===== config.mk =====
export PLATFORM = sky130hd
export DESIGN_NAME = dram_refresh_seq
export DESIGN_NICKNAME = d
export VERILOG_FILES = /design/src/rtl/drs_pkg.sv /design/src/rtl/drs_interval_timer.sv /design/src/rtl/drs_pending_ctr.sv /design/src/rtl/drs_strobe_seq.sv /design/src/rtl/dram_refresh_seq.sv
export SDC_FILE = /design/constraint.sdc
export NUM_CORES = 1
export LEC_CHECK = 0
export BUFFER_PORTS_ARGS = -buffer_cell sky130_fd_sc_hd__buf_2
export CAP_MARGIN = 20
export CORE_MARGIN = 2
export CORE_UTILIZATION = 30
export CTS_BUF_LIST = sky130_fd_sc_hd__clkbuf_4
export DETAILED_ROUTE_END_ITERATION = 10
export HOLD_SLACK_MARGIN = 0.08
export PLACE_DENSITY_LB_ADDON = 0.05
export REMOVE_ABC_BUFFERS = 1
export SYNTH_ARGS = -nofsm -noshare
export SYNTH_HDL_FRONTEND = slang
export SYNTH_HIERARCHICAL = 1
export SYNTH_SLANG_ARGS = --single-unit
export TNS_END_PERCENT = 5

===== constraint.sdc =====
create_clock -name clk -period 3.3 [get_ports clk]
set_input_delay 0.165 -clock clk [delete_from_list [all_inputs] [get_ports clk]]
set_output_delay 0.165 -clock clk [all_outputs]
set_load 0.05 [all_outputs]

===== src/rtl/drs_pkg.sv =====
package drs_pkg;
  typedef enum logic [2:0] {
    ST_PAUSE,
    ST_IDLE,
    ST_CSR,
    ST_RAS,
    ST_PRE
  } seq_st_t;

  function automatic int unsigned max_of4(int unsigned a, int unsigned b,
                                          int unsigned c, int unsigned d);
    int unsigned m;
    m = a;
    if (b > m) m = b;
    if (c > m) m = c;
    if (d > m) m = d;
    return m;
  endfunction
endpackage


===== src/rtl/drs_interval_timer.sv =====
module drs_interval_timer #(
  parameter int unsigned REFI_CYC = 3000
) (
  input  logic clk,
  input  logic rst,
  input  logic en,
  input  logic reload,
  output logic tick
);
  localparam int unsigned TW = (REFI_CYC > 2) ? $clog2(REFI_CYC) : 1;
  localparam logic [TW-1:0] TOP = TW'(REFI_CYC - 1);

  logic [TW-1:0] cnt;

  assign tick = en && (cnt == '0);

  always_ff @(posedge clk) begin
    if (rst || !en)              cnt <= TOP;
    else if (reload || cnt == '0) cnt <= TOP;
    else                         cnt <= cnt - 1'b1;
  end
endmodule


===== src/rtl/drs_pending_ctr.sv =====
module drs_pending_ctr #(
  parameter int unsigned PEND_W = 3
) (
  input  logic clk,
  input  logic rst,
  input  logic inc,
  input  logic dec,
  output logic req
);
  localparam logic [PEND_W-1:0] PMAX = {PEND_W{1'b1}};

  logic [PEND_W-1:0] pend, pend_n;

  always_comb begin
    pend_n = pend;
    if (inc && !dec && pend != PMAX)    pend_n = pend + 1'b1;
    else if (dec && !inc && pend != '0) pend_n = pend - 1'b1;
  end

  always_ff @(posedge clk) begin
    if (rst) begin
      pend <= '0;
      req  <= 1'b0;
    end else begin
      pend <= pend_n;
      req  <= (pend_n != '0);
    end
  end

  AST_PEND_SAT: assert property (@(posedge clk) disable iff (rst)
    (pend == PMAX && inc && !dec) |=> (pend == PMAX && req));
endmodule


===== src/rtl/drs_strobe_seq.sv =====
module drs_strobe_seq
  import drs_pkg::*;
#(
  parameter int unsigned PAUSE_CYC = 20000,
  parameter int unsigned WAKE_CNT  = 8,
  parameter int unsigned CSR_CYC   = 2,
  parameter int unsigned RAS_CYC   = 5,
  parameter int unsigned RP_CYC    = 3
) (
  input  logic clk,
  input  logic rst,
  input  logic start,
  output logic idle,
  output logic ras_n,
  output logic cas_n,
  output logic init_done,
  output logic busy
);
  localparam int unsigned LONGEST = max_of4(PAUSE_CYC, CSR_CYC, RAS_CYC, RP_CYC);
  localparam int unsigned CW = $clog2(LONGEST + 1);
  localparam int unsigned WW = $clog2(WAKE_CNT + 1);

  seq_st_t       st, st_n;
  logic [CW-1:0] cnt, cnt_n;
  logic [WW-1:0] wake_left, wake_left_n;
  logic          cbr, cbr_n;
  logic          done_n, busy_n;

  assign idle = (st == ST_IDLE);

  always_comb begin
    st_n        = st;
    cnt_n       = (cnt != '0) ? cnt - 1'b1 : cnt;
    wake_left_n = wake_left;
    cbr_n       = cbr;
    done_n      = init_done;
    busy_n      = busy;
    unique case (st)
      ST_PAUSE: if (cnt == '0) begin
        st_n  = ST_RAS;
        cnt_n = CW'(RAS_CYC - 1);
        cbr_n = 1'b0;
      end
      ST_IDLE: if (start) begin
        st_n   = ST_CSR;
        cnt_n  = CW'(CSR_CYC - 1);
        cbr_n  = 1'b1;
        busy_n = 1'b1;
      end
      ST_CSR: if (cnt == '0) begin
        st_n  = ST_RAS;
        cnt_n = CW'(RAS_CYC - 1);
      end
      ST_RAS: if (cnt == '0) begin
        st_n  = ST_PRE;
        cnt_n = CW'(RP_CYC - 1);
      end
      ST_PRE: if (cnt == '0) begin
        if (init_done) begin
          st_n   = ST_IDLE;
          busy_n = 1'b0;
        end else if (wake_left == WW'(1)) begin
          st_n   = ST_IDLE;
          done_n = 1'b1;
        end else begin
          st_n        = ST_RAS;
          cnt_n       = CW'(RAS_CYC - 1);
          wake_left_n = wake_left - 1'b1;
        end
      end
      default: st_n = ST_IDLE;
    endcase
  end

  always_ff @(posedge clk) begin
    if (rst) begin
      st        <= ST_PAUSE;
      cnt       <= CW'(PAUSE_CYC - 1);
      wake_left <= WW'(WAKE_CNT);
      cbr       <= 1'b0;
      init_done <= 1'b0;
      busy      <= 1'b0;
      ras_n     <= 1'b1;
      cas_n     <= 1'b1;
    end else begin
      st        <= st_n;
      cnt       <= cnt_n;
      wake_left <= wake_left_n;
      cbr       <= cbr_n;
      init_done <= done_n;
      busy      <= busy_n;
      ras_n     <= (st_n != ST_RAS);
      cas_n     <= !((st_n == ST_CSR) || (st_n == ST_RAS && cbr_n));
    end
  end

  AST_INIT_STICKY: assert property (@(posedge clk) disable iff (rst)
    init_done |=> init_done);
  AST_WAKE_NO_CAS: assert property (@(posedge clk) disable iff (rst)
    !init_done |-> cas_n);
  AST_CAS_LEADS_RAS: assert property (@(posedge clk) disable iff (rst)
    ($fell(ras_n) && init_done) |-> (!cas_n && $past(!cas_n)));
endmodule


===== src/rtl/dram_refresh_seq.sv =====
module dram_refresh_seq #(
  parameter int unsigned PAUSE_CYC = 20000,
  parameter int unsigned WAKE_CNT  = 8,
  parameter int unsigned CSR_CYC   = 2,
  parameter int unsigned RAS_CYC   = 5,
  parameter int unsigned RP_CYC    = 3,
  parameter int unsigned REFI_CYC  = 3000,
  parameter int unsigned PEND_W    = 3
) (
  input  logic clk,
  input  logic rst,
  input  logic refresh_grant,
  output logic refresh_req,
  output logic ras_n,
  output logic cas_n,
  output logic init_done,
  output logic refresh_busy
);
  logic seq_idle, take, tick;

  assign take = refresh_grant && refresh_req && seq_idle;

  drs_strobe_seq #(
    .PAUSE_CYC(PAUSE_CYC), .WAKE_CNT(WAKE_CNT), .CSR_CYC(CSR_CYC),
    .RAS_CYC(RAS_CYC), .RP_CYC(RP_CYC)
  ) u_seq (
    .clk(clk), .rst(rst), .start(take), .idle(seq_idle),
    .ras_n(ras_n), .cas_n(cas_n), .init_done(init_done), .busy(refresh_busy)
  );

  drs_interval_timer #(.REFI_CYC(REFI_CYC)) u_tmr (
    .clk(clk), .rst(rst), .en(init_done), .reload(take), .tick(tick)
  );

  drs_pending_ctr #(.PEND_W(PEND_W)) u_pend (
    .clk(clk), .rst(rst), .inc(tick), .dec(take), .req(refresh_req)
  );

  AST_NO_REQ_PREINIT: assert property (@(posedge clk) disable iff (rst)
    !init_done |-> !refresh_req);
  AST_BUSY_FROM_GRANT: assert property (@(posedge clk) disable iff (rst)
    $rose(refresh_busy) |-> $past(refresh_grant && refresh_req));
  AST_CAS_ONLY_BUSY: assert property (@(posedge clk) disable iff (rst)
    !refresh_busy |-> cas_n);
endmodule


==> metrics.md, run 1 <==
| Metric | Value |
|---|---|
| Final worst path period need | `2.71 ns` |
| Worst Skew | `0.00667 ns` |
| GP Congestion | `about 0.74` |
| Pwr dens | `321 nW/um^2` |
| Worst Setup EP | `u_seq/cnt[0]$_SDFF_PP1_` |
| Num rows | `32` |
| Post-synth EDFFs | `0` |
| Worst path max stage delay | `0.69 ns` |
| Storage cell area | `roughly 860 um^2` |
| Cells on worst reg2reg path | `9` |
| Number of global-route vias before repair | `between 1500 and 2000` |
| Post-Layout Cell Count | `369` |
| Initial DRC count | `71` |
| Max cap viols | `0` |
| Die X | `92.1 um` |
| Critical Path Source | `u_seq/cnt[0]$_SDFF_PP1_` |
| Top-count cell post-synth | `dfxtp_1` |
| Slew Limit Fails | `0` |
| Worst slew pin tran | `a little under 0.7 ns` |
| Post-synthesis cell count | `265` |
| Arrival time at the worst endpoint | `2.99 ns` |
| Final wirelength | `~4.9 mm` |
| Multi-input logic area | `about 1400 um^2` |
| Setup TNS | `0 ns` |
| Vias | `about 1900` |
| I/O pins | `8` |
| Diodes inserted | `0` |
| HP Class | `primary input to flip-flop` |
| Total track usage | `12.3%` |
| Yosys warning count | `6` |
| Reg-to-reg startpoint | `u_seq/cnt[0]$_SDFF_PP1_` |
| Die H | `92.1 um` |
| Pre-CTS setup slack | `0.601 ns` |
| Top_reg_cell synth | `dfxtp_1` |
| Most common cell on crit path | `ha_1` |
| Initial antenna violation count | `0` |
| Final net count | `282` |
| Max Fclk | `369 MHz` |
| Synth Register Bits | `43` |
| Leak | `0.942 nW` |
| Sequential cell area fraction in the yosys report | `a little under two fifths` |
| Setup crit start kind | `flip-flop` |
| # DRC | `0` |
| Critical Path Slowest Stage Cell | `and4_1` |
| Post-cts resize count | `0` |
| Worst path depth | `9` |
| Core Area | `7610 um^2` |
| Synth area leaders | `dfxtp_1 37%, ha_1 5.9%, nor2_1 5.2%` |
| Critical-path cell list | `inv_1, ha_1, nor4b_1, and4_1, inv_2, ha_1, nor3_1, o21ai_0, o211ai_1` |
| DIE AREA | `between 8000 and 9000 um^2` |
| Worst hold margin | `0.254 ns` |
| CTS tree | `built` |
| Avg Inst Size Synth | `8.80 um^2` |
| RSZ-0062 raised after global routing | `no` |
| Area delta synth->final | `7.14%` |
| Util after Layout | `about a third` |
| Overflow after GRT | `0` |
| Setup bufs post-CTS | `0` |
| Crit path required time | `around 3.6 ns` |
| Worst-Skew Late Latency | `0.34 ns` |
| IO Port Bufs | `7` |
| Antenna Violating Nets Remaining | `0` |
| Hold-fix buffer count after cts | `0` |
| Via-to-Cell Ratio | `roughly 5` |
| TritonCTS Sinks | `43` |
| Placed Area | `2450 um^2` |
| Synth top cells by count | `43 x dfxtp_1, 32 x nor2_1, 17 x nand2_1` |
| Fin crit share | `a little over 80%` |
| Status | `finished, final reports clean` |
| Critical R2R Capture | `u_seq/cnt[0]$_SDFF_PP1_` |
| Clock Path Buffers | `2` |
| Post-synthesis async set-or-reset flop share | `0%` |
| Worst Path Class, Setup | `flip-flop to flip-flop` |
| Reg2reg setup slack | `~0.59 ns` |
| Share of cells above drive strength 1 | `13.1%` |
| Post-synth top area cell | `dfxtp_1` |
| Distinct cell type count after synthesis | `57` |
| Final Cell Area | `2500 um^2` |
| Netlist Area Pre-Place | `2330 um^2` |
| Hpwl dp | `roughly 3.4 mm` |
| WP buf/inv | `2` |
| CTS clk-pin slew, worst paths | `0.12 ns` |
| Max VDD drop | `roughly 0.16 mV` |
| Largest net degree at the start of global routing | `27` |
| Final hold vios | `0` |
| Final setup fails | `0` |
| Pre-antenna DRT Iters | `4` |
| H-Tree Depth | `2` |
| Slew Limit Headroom | `54.3%` |
| CP top delay family | `simple AND/OR/NAND/NOR gates` |
| Starting Density | `30.6%` |
| Num CTS Buffers | `5` |
| Post-synth top area share | `~37%` |
| PnR Total Power | `~800 uW` |
| Inst Count DP | `around 360` |
| Clock root buffer | `clkbuf_4` |
| Drt wl/cell | `around 13 um` |
| Worst setup margin | `0.587 ns` |
| First-pass GRT wire length | `8.44 mm` |
| FILL cells | `816` |
| CP Max Fanout | `19` |
| Critical Path Sink Type | `flip-flop` |
layout make-up:
class,count,share of cell area [%]
clock buffers,6,1.80
inverters,14,2.10
multi-input cells,194,54.2
flip-flops and latches,43,34.5
well taps,102,5.11
repair buffers,10,2.30
worst register-to-register path: cells and delay by family (launching register included):
kind / cells / cell delay, ns
adders and majority gates: 2 / 0.54
buffers and inverters: 2 / 0.43
AOI/OAI and AO/OA: 2 / 0.20
DFF: 1 / 0.36
and+or+nand+nor: 3 / 1.12
per-layer routing:
metal | share of wire (%) | global-route usage (%)
met3 | 2.5 | 2.22
met5 | 0 | 0
met4 | 1.5 | 4.10
met2 | 45 | 20.4
met1 | 51 | 16.0
kinds of logic (layout without fill, tap and decap cells):
logic type                 Yosys count  after routing  share of synthesized area, %
and+or+nand+nor                    113            113                          28.6
AOI/OAI and AO/OA                   44             44                          13.0
buffers and inverters               28             30                          5.26
muxes                                5              5                          2.42
adders and majority gates           11             11                          5.90
DFF                                 43             43                          36.9
xor gates and xnor gates            21             21                          7.89
cells in the final DEF, fill, tap and decap left out, types with 3 or more instances in the layout:
cell      count
nor4_1        6
o21bai_1      6
buf_4         3
nand2_1      17
mux2i_1       3
a31oi_1       3
and2_1        5
xor2_1       12
clkbuf_4      6
buf_2         7
or4_4         3
o21ai_0       8
nand3_1       8
nor2_1       32
ha_1         11
dfxtp_1      43
nand4_1       8
inv_1        13
o31ai_1       4
a21oi_1       8
xnor2_1       9
nor3_1        8
flip-flops by register name, summed over array words and instances, names as in the netlist:
register	cells
u_seq/wake_left	4
u_seq/st	3
u_seq/init_done	1
u_pend/pend	3
u_tmr/cnt	12
u_pend/req	1
u_seq/cbr	1
u_seq/ras_n	1
u_seq/cas_n	1
u_seq/busy	1
u_seq/cnt	15
worst min-delay path by stage:
stage / startpoint / endpoint / slack [ns] / cells after the start
6_report: rst / u_seq/wake_left[1]$_SDFFE_PP0P_ / 0.25 / 2
5_1_grt: rst / u_seq/wake_left[1]$_SDFFE_PP0P_ / 0.27 / 2
4_1_cts: rst / u_seq/wake_left[0]$_SDFFE_PP0P_ / 0.25 / 2
3_5_place_dp: u_tmr/cnt[0]$_SDFF_PP1_ / u_tmr/cnt[0]$_SDFF_PP1_ / 0.41 / 1
3_3_place_gp: u_tmr/cnt[0]$_SDFF_PP1_ / u_tmr/cnt[0]$_SDFF_PP1_ / 0.41 / 1
2_1_floorplan: rst / u_seq/st[2]$_SDFF_PP0_ / 0.23 / 1
power by group:
| group | switching [mW] | total, mW | internal, mW |
|---|---|---|---|
| Clock | 0.163 | 0.247 | 0.0844 |
| Combinational | 0.0162 | 0.0278 | 0.0116 |
| Sequential | 0.00504 | 0.527 | 0.522 |
| Total | 0.184 | 0.802 | 0.618 |
Note: power is estimated with default switching activity, not from simulation.
==> inputs of run 2 (changes only) <==
==> constraint.sdc (replaced) <==
create_clock -name clk -period 2.18 [get_ports clk]
set_input_delay 0.109 -clock clk [delete_from_list [all_inputs] [get_ports clk]]
set_output_delay 0.109 -clock clk [all_outputs]
set_load 0.05 [all_outputs]
==> run 2 against run 1 <==
Effect of this change:
- final area rose by 8.7%
- maximum frequency rose by 29%
- die area did not move
- sequential power rose by 51%
- largest power group unchanged
- clock power rose by 68%
- non-clock buffer count rose by 24
- routed wire length rose by 7.3%
- first-iteration DRC count fell by 28%
- register-to-register slack got worse by 0.50 ns
- combinational power rose by 120%
- setup slack got worse by 0.50 ns
- global-route usage rose by 0.79 points
==> metrics.md, run 2 (synthesis results as in run 1) <==
| Metric | Value |
|---|---|
| Largest register FFs | `15 (unchanged)` |
| IO Port Bufs | `7 (unchanged)` |
| First-pass GRT wire length | `8.89 mm (was 8.44 mm)` |
| Clock power share | `32.8% (was 30.8%)` |
| Worst Skew | `0.0270 ns (was 0.00667 ns)` |
| Initial antenna violation count | `0 (unchanged)` |
| Status | `finished, final reports clean (unchanged)` |
| Slew Limit Fails | `0 (unchanged)` |
| DIE AREA | `8490 um^2 (unchanged)` |
| # DRC | `0 (unchanged)` |
| Vias | `1910 (was 1857)` |
| PnR Total Power | `1.27 mW (was 802 uW)` |
| Sw Share | `23.7% (was 23.0%)` |
| Initial DRC count | `51 (was 71)` |
| Internal Power | `969 uW (was 618 uW)` |
| CTS tree | `built (unchanged)` |
| TritonCTS Sinks | `43 (unchanged)` |
| Num CTS Buffers | `5 (unchanged)` |
| Commonest non-fill, non-tap cell in the layout | `dfxtp_1 (unchanged)` |
| Hpwl dp | `3.80 mm (was 3.40 mm)` |
| Worst Path Class, Setup | `flip-flop to flip-flop (unchanged)` |
| Post-cts resize count | `0 (unchanged)` |
| Fin crit share | `96.1% (was 82.2%)` |
| Most flops, register | `u_seq/cnt (unchanged)` |
| FILL cells | `838 (was 816)` |
| CP Max Fanout | `6 (was 19)` |
| Worst slew pin tran | `0.471 ns (was 0.686 ns)` |
| Slew Limit Headroom | `68.3% (was 54.3%)` |
| Area delta synth->final | `16.4% (was 7.14%)` |
| Most frequent cells in the layout | `43 x dfxtp_1, 31 x nor2_1, 27 x buf_4 (was 43 x dfxtp_1, 32 x nor2_1, 17 x nand2_1)` |
| Share of cells above drive strength 1 | `22.5% (was 13.1%)` |
| Clock Path Buffers | `2 (unchanged)` |
| Drt wl/cell | `13.2 um (about the same)` |
| Setup crit start kind | `flip-flop (unchanged)` |
| Number of global-route vias before repair | `1861 (was 1786)` |
| Total track usage | `13.1% (was 12.3%)` |
| Gate power share | `4.8% (was 3.5%)` |
| Max cap viols | `0 (unchanged)` |
| Die H | `92.1 um (unchanged)` |
| Starting Density | `30.6% (unchanged)` |
| Leak | `1.07 nW (was 0.942 nW)` |
| Worst setup margin | `0.0851 ns (was 0.587 ns)` |
| Setup bufs post-CTS | `0 (unchanged)` |
| RSZ-0062 raised after global routing | `no (unchanged)` |
| Num rows | `32 (unchanged)` |
| Final setup fails | `0 (unchanged)` |
| Die X | `92.1 um (unchanged)` |
| I/O pins | `8 (unchanged)` |
| Core Area | `7610 um^2 (unchanged)` |
| Pwr dens | `468 nW/um^2 (was 321 nW/um^2)` |
| Pre-antenna DRT Iters | `6 (was 4)` |
| Max Fclk | `477 MHz (was 369 MHz)` |
| Arrival time at the worst endpoint | `2.34 ns (was 2.99 ns)` |
| Final wirelength | `5.21 mm (was 4.85 mm)` |
| Overflow after GRT | `0 (unchanged)` |
| NetSw | `302 uW (was 184 uW)` |
| H-Tree Depth | `2 (unchanged)` |
| Seq pwr share | `62.4% (was 65.7%)` |
| Top Registers | `u_seq/cnt: 15 flops, u_tmr/cnt: 12 flops, u_seq/wake_left: 4 flops (unchanged)` |
| CTS clk-pin slew, worst paths | `0.14 ns (was 0.12 ns)` |
| Final net count | `306 (was 282)` |
| Worst-Skew Late Latency | `0.36 ns (was 0.34 ns)` |
| Antenna Violating Nets Remaining | `0 (unchanged)` |
| Final hold vios | `0 (unchanged)` |
| Max VDD drop | `0.204 mV (was 0.155 mV)` |
| Largest net degree at the start of global routing | `17 (was 27)` |
| Critical Path Sink Type | `flip-flop (unchanged)` |
| Via-to-Cell Ratio | `4.84 (was 5.03)` |
| Clock root buffer | `clkbuf_4 (unchanged)` |
| Final worst path period need | `2.09 ns (was 2.71 ns)` |
| Diodes inserted | `0 (unchanged)` |
| HP Class | `primary input to flip-flop (unchanged)` |
| Pre-CTS setup slack | `0.0211 ns (was 0.601 ns)` |
| GP Congestion | `0.794 (was 0.739)` |
| Hold-fix buffer count after cts | `0 (unchanged)` |
| Crit path required time | `2.42 ns (was 3.58 ns)` |
-- run 2: metal layers --
metal | wire length, um | global-route usage (%)
met4 | 65 | 3.73
met3 | 76 | 2.71
met5 | 0 | 0
met2 | 2350 | 20.8
met1 | 2720 | 17.8
-- run 2: power by group through the flow --
stage	Combinational (mW)	Sequential, mW	Clock (mW)
floorplan	0.0283	0.814	0
global placement	0.0636	0.811	0
detailed placement	0.0618	0.811	0
CTS	0.0620	0.794	0.438
global route	0.0689	0.795	0.470
finish	0.0609	0.794	0.416
-- run 2: path summary, 6_finish.rpt --
path,start,end,slack (ns),cells after the start
max,u_seq/st[0]$_SDFF_PP0_,u_pend/req$_SDFF_PP0_,0.09,6
min,rst,u_seq/st[1]$_SDFF_PP0_,0.13,2
max reg2reg,u_seq/st[0]$_SDFF_PP0_,u_pend/req$_SDFF_PP0_,0.09,6
min reg2reg,u_tmr/cnt[0]$_SDFF_PP1_,u_tmr/cnt[0]$_SDFF_PP1_,0.44,1
-- run 2: cell type report --
cell class	instances	area [um^2]	area share, %
sequential	43	861	31.7
tap	102	128	4.70
clock inverter	1	5.00	0.184
clock buffer	7	52.6	1.94
timing repair buffer	34	238	8.76
multi-input combinational	194	1380	50.8
inverter	14	52.6	1.94
-- run 2: stage by stage --
step | setup TNS, ns | std cells | instance area (um^2) | hold slack (ns) | util (%)
after floorplan | -0.0210 | 251 | 2260 | 0.178 | -
after global placement | 0 | 387 | 2630 | 0.407 | 34.6
after detailed placement | 0 | 387 | 2630 | 0.408 | 34.6
after CTS | 0 | 395 | 2690 | 0.114 | 35.4
after global routing | 0 | 395 | 2710 | 0.119 | 35.7
final | 0 | 395 | 2710 | 0.127 | 35.7
-- run 2: critical path: stages, from the launching register on --
cell     delay (ns)
dfxtp_1        0.35
nor3b_1        0.26
and3_1         0.34
nor2_2         0.09
a22oi_1        0.25
mux2_4         0.32
or3_1          0.35
==> inputs of run 3 (changes only) <==
==> constraint.sdc (replaced) <==
create_clock -name clk -period 1.7 [get_ports clk]
set_input_delay 0.085 -clock clk [delete_from_list [all_inputs] [get_ports clk]]
set_output_delay 0.085 -clock clk [all_outputs]
set_load 0.05 [all_outputs]
==> run 3 against run 2 <==
Effect of this change:
- the run now ends with negative setup slack left
- clock power is 21% higher
- die area is the same
- clock skew decreased by 0.0091 ns
- hold slack better by 0.26 ns
- maximum frequency increased by 2.3%
- critical path depth grew 2
- flip-flop and latch count unchanged
==> metrics.md, run 3 (synthesis results as in run 1) <==
| Metric | Value |
|---|---|
| Hold Path Origin | `refresh_grant (was rst)` |
| CP Max Fanout | `3 (was 6)` |
| Status | `complete, but fails checks (was finished, final reports clean)` |
| Arrival time at the worst endpoint | `2.30 ns (was 2.34 ns)` |
| Antenna Violating Nets Remaining | `0 (unchanged)` |
| Setup crit start kind | `flip-flop (unchanged)` |
| Slew Limit Headroom | `75.9% (was 68.3%)` |
| Worst-Skew Late Latency | `0.35 ns (was 0.36 ns)` |
| Final setup fails | `22 (was 0)` |
| Worst slew pin tran | `0.362 ns (was 0.471 ns)` |
| Clock Path Buffers | `2 (unchanged)` |
| Sw Share | `23.8% (was 23.7%)` |
| Area delta synth->final | `38.2% (was 16.4%)` |
| Core Area | `7610 um^2 (unchanged)` |
| Most frequent cells in the layout | `66 x buf_4, 40 x dfxtp_1, 28 x nor2_1 (was 43 x dfxtp_1, 31 x nor2_1, 27 x buf_4)` |
| Clock root buffer | `clkbuf_4 (unchanged)` |
| Worst Skew | `0.0179 ns (was 0.0270 ns)` |
| Number of global-route vias before repair | `2029 (was 1861)` |
| Starting Density | `30.6% (unchanged)` |
| Final net count | `348 (was 306)` |
| Critical Path Sink Type | `flip-flop (unchanged)` |
| Critical Path Slowest Stage Cell | `or3_1 (was dfxtp_1)` |
| Failing checks | `negative setup slack` |
| CTS tree | `built (unchanged)` |
| HP Class | `primary input to flip-flop (unchanged)` |
| Pre-antenna DRT Iters | `6 (unchanged)` |
| CTS clk-pin slew, worst paths | `0.13 ns (was 0.14 ns)` |
| Num rows | `32 (unchanged)` |
| CP top delay family | `simple AND/OR/NAND/NOR gates (unchanged)` |
| Reg2reg setup slack | `-0.35 ns (was 0.09 ns)` |
| RSZ-0062 raised after global routing | `yes (was no)` |
| Final worst path period need | `2.05 ns (was 2.09 ns)` |
| Seq pwr share | `63.1% (was 62.4%)` |
| Worst Path Class, Setup | `flip-flop to flip-flop (unchanged)` |
| Num CTS Buffers | `5 (unchanged)` |
| DIE AREA | `8490 um^2 (unchanged)` |
| Initial antenna violation count | `0 (unchanged)` |
| Largest net degree at the start of global routing | `17 (unchanged)` |
| Gate power share | `5.7% (was 4.8%)` |
| Via-to-Cell Ratio | `4.76 (was 4.84)` |
| NetSw | `384 uW (was 302 uW)` |
| Worst setup margin | `-0.347 ns (was 0.0851 ns)` |
| Cells on worst reg2reg path | `8 (was 6)` |
| # DRC | `0 (unchanged)` |
| Reg-to-reg startpoint | `u_tmr/cnt[5]$_SDFF_PP1_ (was u_seq/st[0]$_SDFF_PP0_)` |
| Worst path depth | `8 (was 6)` |
| Pwr dens | `501 nW/um^2 (was 468 nW/um^2)` |
| Fin crit share | `120% (was 96.1%)` |
| Max VDD drop | `0.262 mV (was 0.204 mV)` |
| Diodes inserted | `0 (unchanged)` |
| Internal Power | `1.23 mW (was 969 uW)` |
| Hpwl dp | `4.10 mm (was 3.80 mm)` |
| H-Tree Depth | `2 (unchanged)` |
| Commonest non-fill, non-tap cell in the layout | `buf_4 (was dfxtp_1)` |
| Hold EP | `u_pend/pend[1]$_SDFF_PP0_ (was u_seq/st[1]$_SDFF_PP0_)` |
| Setup bufs post-CTS | `0 (unchanged)` |
| Inst Count DP | `428 (was 387)` |
| PnR Total Power | `1.61 mW (was 1.27 mW)` |
| Clock power share | `31.2% (was 32.8%)` |
| Most flops, register | `u_seq/cnt (unchanged)` |
| Critical R2R Capture | `u_pend/req$_SDFF_PP0_ (unchanged)` |
| Slew Limit Fails | `0 (unchanged)` |
| IO Port Bufs | `7 (unchanged)` |
| Final hold vios | `0 (unchanged)` |
| Util after Layout | `42.4% (was 35.7%)` |
| GP Congestion | `0.801 (was 0.794)` |
| Worst path max stage delay | `0.36 ns (was 0.35 ns)` |
| Die X | `92.1 um (unchanged)` |
| Leak | `1.31 nW (was 1.07 nW)` |
| Post-Layout Cell Count | `437 (was 395)` |
| Hold Crit Depth | `5 (was 2)` |
| Crit path required time | `1.95 ns (was 2.42 ns)` |
| Drt wl/cell | `13.1 um (was 13.2 um)` |
| Total track usage | `13.9% (was 13.1%)` |
| Initial DRC count | `57 (was 51)` |
| Final wirelength | `5.71 mm (was 5.21 mm)` |
| Share of cells above drive strength 1 | `39.7% (was 22.5%)` |
| Die H | `92.1 um (unchanged)` |
| I/O pins | `8 (unchanged)` |
| TritonCTS Sinks | `43 (unchanged)` |
| Max Fclk | `489 MHz (was 477 MHz)` |
| Vias | `2080 (was 1910)` |
| Max cap viols | `0 (unchanged)` |
| Critical-path cell list | `nor4_2, buf_4, nand4_1, nor2_2, nor2_1, a22oi_2, mux2_4, or3_1 (was nor3b_1, and3_1, nor2_2, a22oi_1, mux2_4, or3_1)` |
| Largest register FFs | `15 (unchanged)` |
| WP buf/inv | `1 (was 0)` |
| Overflow after GRT | `0 (unchanged)` |
| Top Registers | `u_seq/cnt: 15 flops, u_tmr/cnt: 12 flops, u_seq/wake_left: 4 flops (unchanged)` |
| First-pass GRT wire length | `9.41 mm (was 8.89 mm)` |
-- run 3: cell count changes in the layout (fill, tap and decap cells not counted), sizes merged --
cell         delta
clkinv          +1
clkbuf          -1
dlygate4sd3     +1
buf            +41
-- run 3: timing repair --
| item | CTS | global route |
|---|---|---|
| cloned | 0 | 0 |
| setup endpoints to repair | 32 | 34 |
| pin swaps | 0 | 18 |
| gates resized for setup | 12 | 33 |
| endpoints found under the hold margin | 2 | 0 |
| hold buffers | 1 | 0 |
-- run 3: power by group through the flow --
stage | sequential (mW) | clock (mW) | combinational (mW)
2_1_floorplan | 1.04 | 0 | 0.0363
3_3_place_gp | 1.04 | 0 | 0.0884
3_5_place_dp | 1.04 | 0 | 0.0884
4_1_cts | 1.02 | 0.543 | 0.0909
5_1_grt | 1.02 | 0.583 | 0.100
6_report | 1.02 | 0.503 | 0.0912
-- run 3: layer usage --
metal / vias up / routed length [um] / part of all wire [%] / GRT usage, %
met1: 986 / 2760 / 48 / 17.5
met3: 6 / 83 / 1.5 / 2.96
li1: 1079 / - / - / -
met4: 0 / 91 / 1.6 / 4.23
met2: 9 / 2780 / 49 / 23.7
met5: - / 0 / 0 / 0
-- run 3: worst max path at each step --
stage,startpoint,endpoint,slack [ns]
after detailed placement,u_tmr/cnt[5]$_SDFF_PP1_,u_pend/req$_SDFF_PP0_,-0.40
after CTS,u_tmr/cnt[5]$_SDFF_PP1_,u_pend/req$_SDFF_PP0_,-0.33
final,u_tmr/cnt[5]$_SDFF_PP1_,u_pend/req$_SDFF_PP0_,-0.35
after floorplan,u_seq/cnt[0]$_SDFF_PP1_,u_seq/cnt[0]$_SDFF_PP1_,-0.50
after global placement,u_tmr/cnt[5]$_SDFF_PP1_,u_pend/req$_SDFF_PP0_,-0.41
after global routing,u_tmr/cnt[5]$_SDFF_PP1_,u_pend/req$_SDFF_PP0_,-0.46
-- run 3: tightest hold or removal path: stages --
cell,delay (ns)
buf_2,0.10
and3_4,0.18
buf_4,0.16
o21ai_0,0.07
a31oi_1,0.10
-- run 3: layout make-up --
type                       instances  area (um^2)
sequential                        43          865
clock buffer                       6         45.0
clock inverter                     2         7.51
fill                             783         4390
multi-input combinational        194         1540
timing repair buffer              76          581
tap                              102          128
inverter                          14         55.1
-- run 3: per-stage QoR --
| step | hold slack [ns] | setup WS (ns) | cell area [um^2] | setup TNS (ns) |
|---|---|---|---|---|
| after floorplan | 0.154 | -0.501 | 2260 | -9.38 |
| after global placement | 0.406 | -0.408 | 2970 | -5.44 |
| after detailed placement | 0.407 | -0.403 | 2970 | -5.40 |
| after CTS | 0.443 | -0.329 | 3080 | -4.14 |
| after global routing | 0.399 | -0.457 | 3220 | -4.58 |
| final | 0.391 | -0.347 | 3220 | -2.08 |
